**src/rtl/ptw_pkg.sv**
```systemverilog
package ptw_pkg;
  typedef enum logic [2:0] {
    FLT_NONE    = 3'd0,
    FLT_INVALID = 3'd1,
    FLT_WPROT   = 3'd2,
    FLT_PRIV    = 3'd3,
    FLT_BUS     = 3'd4
  } fault_e;

  typedef enum logic [1:0] {ST_IDLE, ST_READ, ST_UPD, ST_FIN} walk_st_e;

  // descriptor bit positions
  localparam int unsigned B_WP   = 2;
  localparam int unsigned B_USED = 3;
  localparam int unsigned B_MOD  = 4;
  localparam int unsigned B_CM   = 5;
  localparam int unsigned B_SUP  = 7;
  localparam int unsigned B_UPA  = 8;
  localparam int unsigned B_GLB  = 10;
endpackage

```
**src/rtl/ptw_addr.sv**
```systemverilog
module ptw_addr #(
  parameter int unsigned AW    = 32,
  parameter int unsigned RI_W  = 7,
  parameter int unsigned PI_W  = 7,
  parameter int unsigned OFF_W = 12
) (
  input  logic [AW-1:0] la_i,
  input  logic [AW-1:0] base_i,
  input  logic [1:0]    lvl_i,
  input  logic          page8k_i,
  output logic [AW-1:0] addr_o
);
  localparam int unsigned RI_LSB = AW - RI_W;
  localparam int unsigned PI_LSB = RI_LSB - PI_W;
  localparam int unsigned PG4_W  = PI_LSB - OFF_W;
  localparam int unsigned PG8_W  = PG4_W - 1;
  localparam int unsigned RT_AL  = RI_W + 2;
  localparam int unsigned PT_AL  = PI_W + 2;
  localparam int unsigned G4_AL  = PG4_W + 2;
  localparam int unsigned G8_AL  = PG8_W + 2;

  logic unused_bits;
  assign unused_bits = ^{base_i[1:0], la_i[OFF_W-1:0]};

  always_comb begin
    unique case (lvl_i)
      2'd0: addr_o = {base_i[AW-1:RT_AL], la_i[AW-1:RI_LSB], 2'b00};
      2'd1: addr_o = {base_i[AW-1:PT_AL], la_i[RI_LSB-1:PI_LSB], 2'b00};
      2'd2: addr_o = page8k_i ? {base_i[AW-1:G8_AL], la_i[PI_LSB-1:OFF_W+1], 2'b00}
                              : {base_i[AW-1:G4_AL], la_i[PI_LSB-1:OFF_W], 2'b00};
      default: addr_o = {base_i[AW-1:2], 2'b00};   // indirect target
    endcase
  end
endmodule

```
**src/rtl/ptw_desc.sv**
```systemverilog
module ptw_desc
  import ptw_pkg::*;
#(
  parameter int unsigned AW = 32
) (
  input  logic [AW-1:0] desc_i,
  input  logic          page_lvl_i,
  input  logic          ind_lvl_i,
  input  logic          set_mod_i,
  output logic          valid_o,
  output logic          indirect_o,
  output logic          dirty_o,
  output logic [AW-1:0] upd_o
);
  logic [1:0] dt;
  assign dt = desc_i[1:0];

  always_comb begin
    if (!page_lvl_i) begin
      valid_o    = dt[1];
      indirect_o = 1'b0;
    end else begin
      indirect_o = (dt == 2'b10) && !ind_lvl_i;
      valid_o    = (dt != 2'b00) && !((dt == 2'b10) && ind_lvl_i);
    end
    upd_o         = desc_i;
    upd_o[B_USED] = 1'b1;
    if (page_lvl_i && set_mod_i) upd_o[B_MOD] = 1'b1;
    dirty_o = (upd_o != desc_i);
  end
endmodule

```
**src/rtl/ptw_walker.sv**
```systemverilog
module ptw_walker
  import ptw_pkg::*;
#(
  parameter int unsigned AW    = 32,
  parameter int unsigned RI_W  = 7,
  parameter int unsigned PI_W  = 7,
  parameter int unsigned OFF_W = 12
) (
  input  logic          clk_i,
  input  logic          rst_ni,
  input  logic          xlat_en_i,
  input  logic          page8k_i,
  input  logic [AW-1:0] user_root_i,
  input  logic [AW-1:0] super_root_i,
  input  logic          req_i,
  input  logic [AW-1:0] la_i,
  input  logic          write_i,
  input  logic          super_i,
  output logic          ready_o,
  output logic          mem_req_o,
  output logic          mem_we_o,
  output logic [AW-1:0] mem_addr_o,
  output logic [AW-1:0] mem_wdata_o,
  input  logic          mem_valid_i,
  input  logic          mem_err_i,
  input  logic [AW-1:0] mem_rdata_i,
  output logic          done_o,
  output logic [AW-1:0] pa_o,
  output logic [2:0]    fault_o,
  output logic [1:0]    cmode_o,
  output logic          super_only_o,
  output logic [1:0]    upa_o,
  output logic          global_o,
  output logic          wprot_o
);
  walk_st_e           st;
  fault_e             flt_q;
  logic [1:0]         lvl;
  logic [AW-1:0]      la_q, base_q, addr_q, wdata_q;
  logic [AW-1:OFF_W]  frame_q;
  logic [1:0]         cm_q, upa_q;
  logic               so_q, gl_q, wr_q, sup_q, p8k_q, wp_q, byp_q;

  logic [1:0]    au_lvl;
  logic [AW-1:0] au_base, au_la, au_addr, upd;
  logic          au_p8k, dv, dind, dirty, wp_tot, priv;

  always_comb begin
    if (st == ST_IDLE) begin
      au_lvl  = 2'd0;
      au_base = super_i ? super_root_i : user_root_i;
      au_la   = la_i;
      au_p8k  = page8k_i;
    end else begin
      au_lvl  = lvl + 2'd1;
      au_base = (st == ST_READ) ? mem_rdata_i : base_q;
      au_la   = la_q;
      au_p8k  = p8k_q;
    end
  end

  ptw_addr #(.AW(AW), .RI_W(RI_W), .PI_W(PI_W), .OFF_W(OFF_W)) u_addr (
    .la_i(au_la), .base_i(au_base), .lvl_i(au_lvl), .page8k_i(au_p8k), .addr_o(au_addr)
  );

  ptw_desc #(.AW(AW)) u_desc (
    .desc_i(mem_rdata_i), .page_lvl_i(lvl[1]), .ind_lvl_i(lvl == 2'd3), .set_mod_i(wr_q),
    .valid_o(dv), .indirect_o(dind), .dirty_o(dirty), .upd_o(upd)
  );

  assign wp_tot = wp_q | mem_rdata_i[B_WP];
  assign priv   = !sup_q && mem_rdata_i[B_SUP];

  always_ff @(posedge clk_i or negedge rst_ni) begin
    if (!rst_ni) begin
      st <= ST_IDLE; flt_q <= FLT_NONE; lvl <= 2'd0;
      la_q <= '0; base_q <= '0; addr_q <= '0; wdata_q <= '0; frame_q <= '0;
      cm_q <= '0; upa_q <= '0; so_q <= 1'b0; gl_q <= 1'b0;
      wr_q <= 1'b0; sup_q <= 1'b0; p8k_q <= 1'b0; wp_q <= 1'b0; byp_q <= 1'b0;
    end else begin
      unique case (st)
        ST_IDLE: if (req_i) begin
          la_q <= la_i; wr_q <= write_i; sup_q <= super_i; p8k_q <= page8k_i;
          wp_q <= 1'b0; byp_q <= !xlat_en_i; lvl <= 2'd0; flt_q <= FLT_NONE;
          if (xlat_en_i) begin
            addr_q <= au_addr;
            st     <= ST_READ;
          end else begin
            st <= ST_FIN;
          end
        end
        ST_READ: if (mem_valid_i) begin
          if (mem_err_i) begin
            flt_q <= FLT_BUS; st <= ST_FIN;
          end else if (!dv) begin
            flt_q <= FLT_INVALID; st <= ST_FIN;
          end else if (!lvl[1]) begin
            wp_q   <= wp_tot;
            base_q <= mem_rdata_i;
            if (dirty) begin
              wdata_q <= upd; st <= ST_UPD;
            end else begin
              addr_q <= au_addr; lvl <= lvl + 2'd1;
            end
          end else if (dind) begin
            addr_q <= au_addr; lvl <= 2'd3;
          end else begin
            wp_q    <= wp_tot;
            frame_q <= mem_rdata_i[AW-1:OFF_W];
            cm_q    <= mem_rdata_i[B_CM+1:B_CM];
            so_q    <= mem_rdata_i[B_SUP];
            upa_q   <= mem_rdata_i[B_UPA+1:B_UPA];
            gl_q    <= mem_rdata_i[B_GLB];
            if (priv) begin
              flt_q <= FLT_PRIV; st <= ST_FIN;
            end else if (wr_q && wp_tot) begin
              flt_q <= FLT_WPROT; st <= ST_FIN;
            end else if (dirty) begin
              wdata_q <= upd; st <= ST_UPD;
            end else begin
              st <= ST_FIN;
            end
          end
        end
        ST_UPD: if (mem_valid_i) begin
          if (mem_err_i) begin
            flt_q <= FLT_BUS; st <= ST_FIN;
          end else if (!lvl[1]) begin
            addr_q <= au_addr; lvl <= lvl + 2'd1; st <= ST_READ;
          end else begin
            st <= ST_FIN;
          end
        end
        default: st <= ST_IDLE;
      endcase
    end
  end

  logic          ok;
  logic [AW-1:0] phys;
  assign ok   = (flt_q == FLT_NONE) && !byp_q;
  assign phys = p8k_q ? {frame_q[AW-1:OFF_W+1], la_q[OFF_W:0]}
                      : {frame_q, la_q[OFF_W-1:0]};

  assign ready_o      = (st == ST_IDLE);
  assign done_o       = (st == ST_FIN);
  assign mem_req_o    = (st == ST_READ) || (st == ST_UPD);
  assign mem_we_o     = (st == ST_UPD);
  assign mem_addr_o   = addr_q;
  assign mem_wdata_o  = wdata_q;
  assign fault_o      = flt_q;
  assign pa_o         = byp_q ? la_q : (ok ? phys : '0);
  assign cmode_o      = ok ? cm_q : 2'b00;
  assign super_only_o = ok & so_q;
  assign upa_o        = ok ? upa_q : 2'b00;
  assign global_o     = ok & gl_q;
  assign wprot_o      = ok & wp_q;

  assert_bypass_R1: assert property (@(posedge clk_i) disable iff (!rst_ni)
    ready_o && req_i && !xlat_en_i |=> done_o && !mem_req_o && fault_o == 3'd0);

  assert_accept_R10: assert property (@(posedge clk_i) disable iff (!rst_ni)
    ready_o && req_i && xlat_en_i |=> !ready_o && mem_req_o && !mem_we_o);

  assert_done_pulse_R10: assert property (@(posedge clk_i) disable iff (!rst_ni)
    done_o |=> !done_o && ready_o);

  assert_req_hold_R11: assert property (@(posedge clk_i) disable iff (!rst_ni)
    mem_req_o && !mem_valid_i |=> mem_req_o && $stable(mem_addr_o)
                                  && $stable(mem_we_o) && $stable(mem_wdata_o));

  assert_wb_used_R8: assert property (@(posedge clk_i) disable iff (!rst_ni)
    mem_req_o && mem_we_o |-> mem_wdata_o[B_USED]);
endmodule

```
**config.mk**
```make
export PLATFORM = sky130hd
export DESIGN_NAME = ptw_walker
export DESIGN_NICKNAME = d
export VERILOG_FILES = /design/src/rtl/ptw_pkg.sv /design/src/rtl/ptw_addr.sv /design/src/rtl/ptw_desc.sv /design/src/rtl/ptw_walker.sv
export SDC_FILE = /design/constraint.sdc
export NUM_CORES = 1
export LEC_CHECK = 0
export CAP_MARGIN = 20
export CORE_MARGIN = 2
export CORE_UTILIZATION = 49
export CTS_BUF_LIST = sky130_fd_sc_hd__clkbuf_8
export CTS_CLUSTER_SIZE = 40
export DETAILED_ROUTE_END_ITERATION = 10
export GPL_ROUTABILITY_DRIVEN = 0
export PLACE_DENSITY = 0.83
export SYNTH_ARGS = -nofsm -noshare
export SYNTH_HDL_FRONTEND = slang
export SYNTH_SLANG_ARGS = --single-unit
```
**constraint.sdc**
```tcl
create_clock -name clk_i -period 3.03 [get_ports clk_i]
set_input_delay 0.4545 -clock clk_i [delete_from_list [all_inputs] [get_ports clk_i]]
set_output_delay 0.4545 -clock clk_i [all_outputs]
set_load 0.02 [all_outputs]
```
* After elaboration in Yosys (flattened, before gate mapping)
Cells that the tools add are included.
Storage, ports and cells: register bits 166, bits in latches 0, bits in writable memories 0, memory bits (read-only) 0, bits of input ports 137, output and inout bits 110, word-level logic and storage cells 160, memories kept 0
Cells by class: add/subtract/negate cells 1, multiply operators 0, div/mod/pow operators 0, $lt $le $gt $ge 0, eq/ne operators 28, shifts and indexed selects 0, mux-type cells 77, bitwise operators 7, reduce and logical (&&, ||, !) cells 29
Operators by type and width (count):
- $mux W32 | 22
- $pmux W32 S3 | 1
- $mux W2 | 23
- $mux W3 | 10
- $pmux W9 S3 | 1
- $ne A2 B2 Y1 const B | 10
- $ne A5 B5 Y1 const B | 3
- $mux W1 | 14
- $reduce_and A7 Y1 | 2
- $mux W13 | 1
- $pmux W2 S3 | 2
- $reduce_and A6 Y1 | 2
- $reduce_and A11 Y1 | 1
- $eq A2 B2 Y1 const B | 5
- $reduce_and A10 Y1 | 1
- $reduce_and A5 Y1 | 2
- $ne A3 B3 Y1 const B | 3
- $pmux W3 S3 | 1
- $mux W8 | 1
- $ne A4 B4 Y1 const B | 2
- $reduce_and A8 Y1 | 1
- $logic_and A1 B1 Y1 | 7
- $logic_not A1 Y1 | 5
- $eq A2 B1 Y1 const B | 2
- 13 further kinds | 20

* Longest topological paths before layout
depth in word-level cells 12, depth in mapped cells 9

* By module
From an unflattened synthesis, not the netlist that was laid out.
Second synthesis, totals: cells, all modules 733, area, all modules 9122.5 µm²
Modules (own cells, without submodules):
- ptw_walker | instances 1, cells each 651, area each 8405.6 µm², sequential area each 4154.0 µm²
- ptw_addr | instances 1, cells each 44, area each 440.4 µm², sequential area each 0.0 µm²
- ptw_desc | instances 1, cells each 38, area each 276.5 µm², sequential area each 0.0 µm²

* Worst setup path after synthesis
Ideal clock, no wire load.
kind register to register, from register st[0], to register addr_q[10], in the netlist mem_addr_o[10], arrival time 2.220 ns, data required time 2.905 ns, path slack 0.684 ns, stages on the path, launching flop included 9, buffers on the path 2, clock period less this slack 2.346 ns, cells stage by stage dfrtp_1 -> inv_1 -> ha_1 -> buf_6 -> o21ba_1 -> or3_4 -> a211oi_4 -> buf_6 -> mux2_4
RTL lines:
- from (decl) | line ptw_walker.sv:36 | walk_st_e st;
- from (signal assigned) | line ptw_walker.sv:76 | st <= ST_IDLE; flt_q <= FLT_NONE; lvl <= 2'd0;
- from (signal assigned) | line ptw_walker.sv:87 | st <= ST_READ;
- from (signal assigned) | line ptw_walker.sv:89 | st <= ST_FIN;
- $eq A2 B2 Y1 *
- named net mem_we_o | line ptw_walker.sv:21 | output logic mem_we_o,
- $ne A2 B2 Y1 (no line) (tied with other cells)
- $reduce_and A11 Y1 (no line)
- to (signal assigned) | line ptw_walker.sv:86 | addr_q <= au_addr;
- to (signal assigned) | line ptw_walker.sv:103 | addr_q <= au_addr; lvl <= lvl + 2'd1;
- to (decl) | line ptw_walker.sv:39 | logic [AW-1:0] la_q, base_q, addr_q, wdata_q;
The timed path passes the listed nets; every way through them passes the cells marked *. The select of a mux whose other input is x is not followed. A chain may end at the register's enable or synchronous reset.

* Worst setup path after layout
from register flt_q[1], in the netlist fault_o[1], to output port pa_o[31]
On the way: word-level cells in the longest chain between the ends 4
Ends and longest elaborated chain:
- from (decl) | line ptw_walker.sv:37 | fault_e flt_q;
- from (signal assigned) | line ptw_walker.sv:76
- from (signal assigned) | line ptw_walker.sv:84 | wp_q <= 1'b0; byp_q <= !xlat_en_i; lvl <= 2'd0; flt_q <= FLT_NONE;
- from (signal assigned) | line ptw_walker.sv:94 | flt_q <= FLT_BUS; st <= ST_FIN;
- $logic_not A3 Y1 | line ptw_walker.sv:141 | assign ok = (flt_q == FLT_NONE) && !byp_q;
- $logic_and A1 B1 Y1 | line ptw_walker.sv:141
- $mux W32 (2 in series) | line ptw_walker.sv:152 | assign pa_o = byp_q ? la_q : (ok ? phys : '0);
- to (decl) | line ptw_walker.sv:28 | output logic [AW-1:0] pa_o,
Every way passes these cells.

==> flow_summary.json <==
{
  "clk_latency_ps": 460,
  "drive_above_1_share_pct": 26.8,
  "netlist-cell-type-count": 52,
  "io_pins": 247,
  "fillers": 1172,
  "post_cts_buffers": 0,
  "hp-class": "reg2reg",
  "critPathMaxStageDelay_ps": 630,
  "rows": 47,
  "clock.fmax_mhz": 363,
  "skew_ps": 15.7,
  "syn_area_um2": 8120,
  "routed-via-count": 5982,
  "grt_max_degree": 66,
  "post_drt_wl_per_cell_um": 20.3,
  "synth_top_cell_area_share_pct": 49.9,
  "synth-edff-count": 0,
  "slowest_stage": "clkdlybuf4s50_1",
  "cp_max_fo": 17,
  "start_util_pct": 49.5,
  "drt_iter0_drc": 371,
  "ys_seq_area_share_pct": 49.9,
  "cts.clk_slew.worst_paths_ps": 90,
  "cellLeakagePower_nw": 4.76,
  "hold_violations": 0,
  "finalSetupViolations": 0,
  "die_y_um": 133,
  "hpwl_um": 16000,
  "cts_root_buf": "clkbuf_8",
  "relSlewSlack_pct": 44.2,
  "ant_nets": 0,
  "fin_crit_sh_pct": 91.0,
  "h-tree-depth": 4,
  "grt_setup_unrepaired": "false",
  "synthArstFlopShare_pct": 100,
  "die_x_um": 133,
  "grt_use_total_pct": 25.8,
  "ys_seq_elements": 162,
  "layout_common_cells": "clkdlybuf4s50_1 (223), dfrtp_1 (162), mux2_2 (130)",
  "cts_tree": "yes",
  "n_antenna_cell": 0,
  "grt_pass1_vias": 6550,
  "clock_path_buffers": 2,
  "clock-sinks": 162,
  "critical_path_class": "reg2out",
  "hp-start": "mem_wdata_o[3]",
  "hold_slack_ps": 494,
  "grt_pass1_wl_um": 35400,
  "fin_nets": 994,
  "drv_cap": 0,
  "min_period_ps": 2760,
  "max-vdd-ir-drop_v": 0.000766,
  "drt_first_pass_iters": 4,
  "placement.io_buffers": 226,
  "cp-start-kind": "flop",
  "status": "completed",
  "area_growth_pct": 35.2,
  "setup_tns_ps": 0,
  "antenna_found_initial": 0,
  "cts_made_buffers": 17,
  "crit_path_end_kind": "output port",
  "p_per_area_nw_per_um2": 1130,
  "grt_overflow": 0,
  "worstPathArrival_ps": 2300,
  "viasPerCell": 5.52,
  "final_common_cell": "clkdlybuf4s50_1",
  "syn_area_per_cell_um2": 12.9,
  "drc": 0,
  "dieArea_um2": 17600,
  "worstReg2RegStart": "st[0]",
  "cp-startpoint": "fault_o[1]",
  "synth.largest_area_cell": "dfrtp_1",
  "core_area_um2": 16400,
  "synth_area_leaders": "dfrtp_1 (50%), mux2_2 (18%), mux2_4 (5.5%)",
  "netlist_instances": 629,
  "cp.required_ps": 2580,
  "tightest_slew_ps": 837,
  "ys_warn_count": 0,
  "cp_cell_sequence": "nor4_4 -> buf_4 -> a22o_1 -> clkdlybuf4s50_1",
  "synth_ff_type": "dfrtp_1",
  "drv_slew": 0,
  "routed_wl_um": 22000
}
==> where the power goes <==
group	leakage (nW)	internal, mW	switching, mW
clock	0.188	0.680	0.839
sequential	2.02	3.23	0.708
combinational	2.55	3.65	3.25
total	4.76	7.56	4.80
==> final timing paths <==
path	cells past startpoint	to	slack, ps
setup reg to reg	6	fault_o[2]	440
max in group asynchronous	3	mem_wdata_o[23]	1650
hold / removal	1	mem_wdata_o[3]	490
hold reg to reg	1	mem_wdata_o[3]	490
setup / recovery	4	pa_o[31]	270
min in group asynchronous	2	mem_wdata_o[0]	550
==> registers in the layout (all words and copies together) (netlist names), 2 cells and up <==
| name | flops |
|---|---|
| upa_q | 2 |
| cm_q | 2 |
| la_q | 32 |
| st | 2 |
| mem_wdata_o | 32 |
| mem_addr_o | 30 |
| fault_o | 3 |
| lvl | 2 |
| base_q | 30 |
| frame_q | 20 |
==> worst max-delay path: cells and delay by family (launching register included) <==
family | cells | cell delay [ps]
flops | 1 | 450
simple gates | 1 | 290
buf+inv | 2 | 910
compound gates | 1 | 200
==> metal layers <==
| layer | track usage [%] | up-vias | part of all wire [%] | wire length, µm |
|---|---|---|---|---|
| met2 | 44.3 | 216 | 51 | 11100 |
| met5 | 0 | - | 0 | 0 |
| met4 | 7.77 | 0 | 2.0 | 451 |
| met3 | 7.85 | 35 | 6.8 | 1500 |
| met1 | 31.3 | 3010 | 41 | 8930 |
| li1 | - | 2721 | - | - |
==> cell usage after synthesis (4+ instances only) <==
library cell and n:
a21oi_1 30, nor2_1 4, dfrtp_1 162, mux2i_1 40, a211oi_1 24, clkbuf_1 20, mux2_2 130, nand2_1 9
inv_1 11, buf_4 7, and2_1 9, a22o_1 20, nor2b_1 37, ha_1 7, buf_6 5, a22oi_1 5
o21ai_0 21, buf_2 10, mux2_4 30
==> per-stage QoR <==
step | instances | instance area (µm²) | util [%] | setup slack [ps] | total power [mW]
floorplan | 630 | 8130 | - | 684 | 8.30
global placement | 1050 | 10600 | 64.6 | 431 | 10.6
detailed placement | 1050 | 10600 | 64.6 | 365 | 10.9
CTS | 1083 | 11000 | 66.9 | 36.7 | 12.4
global route | 1083 | 11000 | 66.9 | 145 | 13.1
finish | 1083 | 11000 | 66.9 | 273 | 12.4
==> cell families (layout without fill, tap and decap cells) <==
kind of cell | Yosys count | count (layout) | share of synthesized area [%]
muxes | 200 | 200 | 28.5
AOI/OAI and AO/OA | 122 | 122 | 10.5
and+or+nand+nor | 81 | 81 | 6.38
DFF | 162 | 162 | 49.9
adders and majority gates | 7 | 7 | 1.08
other | 1 | 2 | 0.0462
buffers and inverters | 56 | 289 | 3.65
==> cell type report <==
type / instances / area [µm²] / share of cell area (%)
Timing Repair Buffer: 246 / 2440 / 22.2
Clock inverter: 14 / 128 / 1.16
Clock buffer: 18 / 248 / 2.26
Inverter: 11 / 41.3 / 0.376
Sequential cell: 162 / 4050 / 36.9
Multi-Input combinational cell: 412 / 3800 / 34.6
Tap cell: 220 / 275 / 2.51
==> timing repair <==
item | 4_1_cts | 5_1_grt
hold buffers | 1 | 0
setup endpoints to repair | 0 | 13
gates resized for setup | 0 | 2
hold endpoints to repair | 19 | 0
Note: power is estimated with default switching activity, not from simulation.
